## config.mk

```make
export PLATFORM = sky130hd
export DESIGN_NAME = wr3_frame_loader
export DESIGN_NICKNAME = d
export VERILOG_FILES = /design/src/rtl/wr3_pkg.sv /design/src/rtl/wr3_sync.sv /design/src/rtl/wr3_shifter.sv /design/src/rtl/wr3_ctrl.sv /design/src/rtl/wr3_frame_loader.sv
export SDC_FILE = /design/constraint.sdc
export NUM_CORES = 1
export LEC_CHECK = 0
export BUFFER_PORTS_ARGS = -buffer_cell sky130_fd_sc_hd__clkbuf_2
export CAP_MARGIN = 10
export CORE_MARGIN = 1
export CORE_UTILIZATION = 55
export DETAILED_ROUTE_END_ITERATION = 16
export PLACE_DENSITY_LB_ADDON = 0.15
export SYNTH_ARGS = -nofsm -noshare
export SYNTH_HDL_FRONTEND = slang
export SYNTH_SLANG_ARGS = --single-unit
export TNS_END_PERCENT = 50
```

## constraint.sdc

```tcl
create_clock -name clk -period 2.3 [get_ports clk]
set_input_delay 0.46 -clock clk [delete_from_list [all_inputs] [get_ports clk]]
set_output_delay 0.46 -clock clk [all_outputs]
set_load 0.01 [all_outputs]
```

## src/rtl/wr3_pkg.sv

```systemverilog
package wr3_pkg;

    typedef enum logic [1:0] {
        ST_IDLE  = 2'd0,
        ST_FRAME = 2'd1,
        ST_GAP   = 2'd2,
        ST_BAD   = 2'd3
    } wr3_state_e;

endpackage

```

## src/rtl/wr3_sync.sv

```systemverilog
module wr3_sync #(
    parameter int             W       = 3,
    parameter int             STAGES  = 2,
    parameter logic [W-1:0]   RST_VAL = '0
) (
    input  logic         clk,
    input  logic         rst_n,
    input  logic [W-1:0] d,
    output logic [W-1:0] q
);

    for (genvar b = 0; b < W; b++) begin : g_bit
        logic [STAGES-1:0] chain;

        always_ff @(posedge clk or negedge rst_n) begin
            if (!rst_n) begin
                chain <= {STAGES{RST_VAL[b]}};
            end else begin
                chain <= {chain[STAGES-2:0], d[b]};
            end
        end

        assign q[b] = chain[STAGES-1];
    end

endmodule

```

## src/rtl/wr3_shifter.sv

```systemverilog
module wr3_shifter #(
    parameter int DATA_W = 8
) (
    input  logic              clk,
    input  logic              rst_n,
    input  logic              clr,
    input  logic              shift_en,
    input  logic              take,
    input  logic              s_dat,
    output logic              full,
    output logic [DATA_W-1:0] word
);

    localparam int CNT_W = $clog2(DATA_W + 1);

    logic [CNT_W-1:0]  bit_cnt;
    logic [DATA_W-1:0] shreg;

    assign full = (bit_cnt == CNT_W'(DATA_W));

    always_ff @(posedge clk or negedge rst_n) begin
        if (!rst_n) begin
            bit_cnt <= '0;
            shreg   <= '0;
        end else if (clr) begin
            bit_cnt <= '0;
            shreg   <= '0;
        end else if (shift_en && !full) begin
            shreg   <= {shreg[DATA_W-2:0], s_dat};
            bit_cnt <= bit_cnt + CNT_W'(1);
        end
    end

    always_ff @(posedge clk or negedge rst_n) begin
        if (!rst_n) begin
            word <= '0;
        end else if (take) begin
            word <= shreg;
        end
    end

endmodule

```

## src/rtl/wr3_ctrl.sv

```systemverilog
module wr3_ctrl
    import wr3_pkg::*;
#(
    parameter int MIN_GAP = 5
) (
    input  logic clk,
    input  logic rst_n,
    input  logic s_clk,
    input  logic s_en_n,
    input  logic full,
    output logic clr,
    output logic shift_en,
    output logic take,
    output logic commit_stb,
    output logic abort_err
);

    localparam int GAP_W = $clog2(MIN_GAP + 1);

    wr3_state_e       state, state_nxt;
    logic [GAP_W-1:0] gap_cnt;
    logic             p_clk, p_en_n;
    logic             clk_rise, en_fall, en_rise, gap_ok;

    always_ff @(posedge clk or negedge rst_n) begin
        if (!rst_n) begin
            p_clk  <= 1'b0;
            p_en_n <= 1'b1;
        end else begin
            p_clk  <= s_clk;
            p_en_n <= s_en_n;
        end
    end

    assign clk_rise = s_clk & ~p_clk;
    assign en_fall  = ~s_en_n & p_en_n;
    assign en_rise  = s_en_n & ~p_en_n;
    assign gap_ok   = (gap_cnt >= GAP_W'(MIN_GAP));

    always_comb begin
        state_nxt = state;
        unique case (state)
            ST_IDLE:  if (en_fall) state_nxt = ST_FRAME;
            ST_FRAME: if (en_rise) state_nxt = ST_GAP;
            ST_GAP: begin
                if (en_fall)     state_nxt = gap_ok ? ST_FRAME : ST_BAD;
                else if (gap_ok) state_nxt = ST_IDLE;
            end
            ST_BAD:   if (en_rise) state_nxt = ST_GAP;
        endcase
    end

    // state register with the guard-time counter
    always_ff @(posedge clk or negedge rst_n) begin
        if (!rst_n) begin
            state   <= ST_IDLE;
            gap_cnt <= '0;
        end else begin
            state <= state_nxt;
            if (state_nxt == ST_GAP && state != ST_GAP) begin
                gap_cnt <= GAP_W'(1);
            end else if (state == ST_GAP && !gap_ok) begin
                gap_cnt <= gap_cnt + GAP_W'(1);
            end
        end
    end

    assign clr      = (state_nxt == ST_FRAME) && (state != ST_FRAME);
    assign shift_en = (state == ST_FRAME) && clk_rise && !s_en_n;
    assign take     = (state == ST_FRAME) && en_rise && full;

    // registered outputs
    always_ff @(posedge clk or negedge rst_n) begin
        if (!rst_n) begin
            commit_stb <= 1'b0;
            abort_err  <= 1'b0;
        end else begin
            commit_stb <= take;
            abort_err  <= en_rise && (((state == ST_FRAME) && !full) || (state == ST_BAD));
        end
    end

endmodule

```

## src/rtl/wr3_frame_loader.sv

```systemverilog
module wr3_frame_loader #(
    parameter int DATA_W  = 8,
    parameter int MIN_GAP = 5
) (
    input  logic              clk,
    input  logic              rst_n,
    input  logic              ser_clk,
    input  logic              ser_dat,
    input  logic              ser_en_n,
    output logic              commit_stb,
    output logic [DATA_W-1:0] commit_byte,
    output logic              abort_err
);

    localparam int SYNC_STAGES = 2;

    logic [2:0] pins_s;
    logic       clr, shift_en, take, full;

    wr3_sync #(
        .W       (3),
        .STAGES  (SYNC_STAGES),
        .RST_VAL (3'b100)
    ) u_sync (
        .clk   (clk),
        .rst_n (rst_n),
        .d     ({ser_en_n, ser_dat, ser_clk}),
        .q     (pins_s)
    );

    wr3_ctrl #(
        .MIN_GAP (MIN_GAP)
    ) u_ctrl (
        .clk        (clk),
        .rst_n      (rst_n),
        .s_clk      (pins_s[0]),
        .s_en_n     (pins_s[2]),
        .full       (full),
        .clr        (clr),
        .shift_en   (shift_en),
        .take       (take),
        .commit_stb (commit_stb),
        .abort_err  (abort_err)
    );

    wr3_shifter #(
        .DATA_W (DATA_W)
    ) u_shift (
        .clk      (clk),
        .rst_n    (rst_n),
        .clr      (clr),
        .shift_en (shift_en),
        .take     (take),
        .s_dat    (pins_s[1]),
        .full     (full),
        .word     (commit_byte)
    );

endmodule

```

==> flow_summary.yaml <==
setup_path:
  critPathSlowestCell: "or4b_4"
  cp_data_required_time_ns: 2.58
  end_kind: "register"
  arrival_ns: 2.14
  path_cells: "or4b_4 -> or4_1 -> a21oi_1"
  path_max_fanout: 13
  critPathMaxStageDelay_ns: 0.67
  critical_path_class: "reg -> reg"
  worstSetupStartpointType: "register"
  crit_buf_inv: 0
  rrSetupSlack_ns: 0.44
  crit_family: "simple AND/OR/NAND/NOR gates"
outcome:
  status: "finished clean"
place:
  numPortBuffers: 14
  hpwl_microns: 1700
  dp.cells: 162
  gp_congestion: 0.765
floorplanning:
  core_sq_mm: 0.00250
  initial_utilization_pct: 59.1
  fp.dieH_microns: 53.8
  dieWidth_microns: 53.8
  dieArea_sq_mm: 0.00290
  row_count: 18
  io_pins: 15
logic_synthesis:
  synth_top_area_share_pct: 54.2
  avgSynthCellArea_sq_um: 12.0
  synth_warnings: 0
  synth.area.top_cells: "dfrtp_1, o31ai_1, mux2_2, dfstp_2, a21oi_1"
  synth_seq_area_share_pct: 59.5
  synth_cell_type_count: 27
  syn_inst: 123
  ys_ff_latch: 35
  syn_area_sq_mm: 0.00148
  yosys.area.top_type: "dfrtp_1"
  synth_nets: 132
finish:
  fin_cells: 170
  antennaDiodeCount: 0
  areaGrowthSynthToFinish_pct: 12.6
  layout.nets: 149
  drive_gt1_share_pct: 27.1
timing:
  setup_violations: 0
  maxSlewHeadroom_pct: 44.8
  period_needed_ns: 1.86
  setup_tns_ns: 0
  worst_pin_slew_ns: 0.828
  final_hold_viol_count: 0
  period_share_pct: 80.8
  max_freq_mhz: 538
  rsz0062_at_grt: "false"
  slew_viol_final: 0
  clock_skew_ns: 0.0139
power_and_ir_drop:
  p_per_area_mw_per_mm2: 840
  p_leak_nw: 0.796
  max-vdd-ir-drop_uv: 717
cts:
  post-cts-setup-buffers: 0
  cts_tree: "done"
  cts.sinks: 35
  cts_resized: 0
  ctsHtreeMaxLevel: 2
  cts-buffers-inserted: 5
  hold_buffers: 0
  clk_pin_slew_ns: 0.11
  clkLatencyLatePin_ns: 0.34
  ctsRootBufferMaster: "clkbuf_4"
  clockBufferDepth: 2
run:
  maxCapViolCount: 0
grt:
  track_usage_pct: 22.8
  grt_overflow: 0
  grt_pass1_vias: 952
  grt_max_degree: 36
  grt_first_pass_wirelength_microns: 4480
  antenna_found_initial: 0
route:
  wirelength_microns: 2650
  postRouteAntennaNets: 0
  via_per_inst: 6.11
  wire_per_inst_microns: 15.6
  drt_iter0_drc: 14
  first_pass_iters: 4
  drc: 0
  vias: 1038
min_path:
  hp-class: "in -> async"
-- cells by family after synthesis --
logic type	share of synthesized area, %
buf+inv	4.23
mux	7.45
flops	59.5
fa+ha+maj	3.39
compound gates	13.8
simple gates	11.6
-- area by class of cell --
cell class	instances	area [sq um]
inverter	7	26.3
clock buffer	6	41.3
multi-input combinational	72	542
tap	30	37.5
timing repair buffer	19	108
fill	191	836
sequential	35	880
clock inverter	1	30.0
-- cell usage after synthesis --
master and number:
o31ai_1 13, dfrtp_1 32, o21a_1 1, a2111oi_0 1, or4b_4 1, nand4_1 11
clkbuf_2 1, inv_1 7, nor4b_1 1, mux2_2 8, a31oi_1 1, buf_2 1
ha_1 4, dfstp_2 3, and3b_1 3, nand3_1 2, nand3b_1 2, or3_1 1
clkbuf_1 6, nor2_1 3, o22a_1 1, o21ai_0 1, a21oi_1 14, mux2i_1 2
nand2_1 1, or4_1 1, buf_1 1
-- metrics by stage --
step	util, %	worst slack [ns]	instance area (sq um)	hold WS (ns)	power [W]
global placement	63.4	0.248	1590	0.332	0.000965
floorplan	-	0.609	1480	0.164	0.000903
CTS	66.3	0.154	1660	0.182	0.00140
global route	66.6	0.359	1660	0.182	0.00147
finish	66.6	0.442	1660	0.194	0.00140
detailed placement	63.4	0.164	1590	0.336	0.000988
-- layout by cell type, fill, tap and decap left out --
cell,netlist,routed
and3b_1,3,3
o21ai_0,1,1
or3_1,1,1
buf_4,0,5
dfstp_2,3,3
ha_1,4,4
nor4b_1,1,1
o22a_1,1,1
mux2_2,8,8
bufinv_16,0,1
nand3_1,2,2
dfrtp_1,32,32
inv_1,7,7
o31ai_1,13,13
nor2_1,3,3
mux2i_1,2,2
clkbuf_4,0,5
nand4_1,11,11
a21oi_1,14,14
clkbuf_1,6,1
or4_1,1,1
a31oi_1,1,1
nand3b_1,2,2
clkbuf_2,1,14
nand2_1,1,1
a2111oi_2,0,1
o21a_1,1,1
or4b_4,1,1
-- sequential cells by signal (all words and copies together), names as in the netlist --
name,cells
u_ctrl.gap_cnt,3
u_shift.word,8
u_ctrl.p_clk,1
u_ctrl.commit_stb,1
u_ctrl.abort_err,1
u_ctrl.state,2
u_shift.bit_cnt,4
u_sync.g_bit.chain,6
u_ctrl.p_en_n,1
u_shift.shreg,8
-- worst paths after layout --
check	from	endpoint	cells after the start
worst max-delay path	u_ctrl.state[1]$_DFF_PN0_	u_shift.bit_cnt[3]$_DFFE_PN0P_	3
worst min-delay path	rst_n	u_shift.bit_cnt[1]$_DFFE_PN0P_	1
worst max register to register	u_ctrl.state[1]$_DFF_PN0_	u_shift.bit_cnt[3]$_DFFE_PN0P_	3
worst min register to register	u_sync.g_bit[0].chain[0]$_DFF_PN0_	u_sync.g_bit[0].chain[1]$_DFF_PN0_	0
max in group asynchronous	rst_n	u_shift.shreg[1]$_DFFE_PN0P_	1
min in group clk	ser_en_n	u_sync.g_bit[2].chain[0]$_DFF_PN1_	1
-- metal layers --
metal	track usage (%)	share of wire, %
met5	0	0
met4	11.8	2.0
met3	5.93	3.8
met2	34.6	46
met1	29.8	48
-- power by group --
| group | switching [W] | leakage (nW) | internal [W] |
|---|---|---|---|
| clock network | 0.000195 | 0.0383 | 0.000224 |
| logic | 0.000129 | 0.302 | 0.0000959 |
| registers | 0.0000735 | 0.456 | 0.000680 |
| total | 0.000397 | 0.796 | 0.00100 |
No activity file was read; power rests on OpenSTA's default activity.
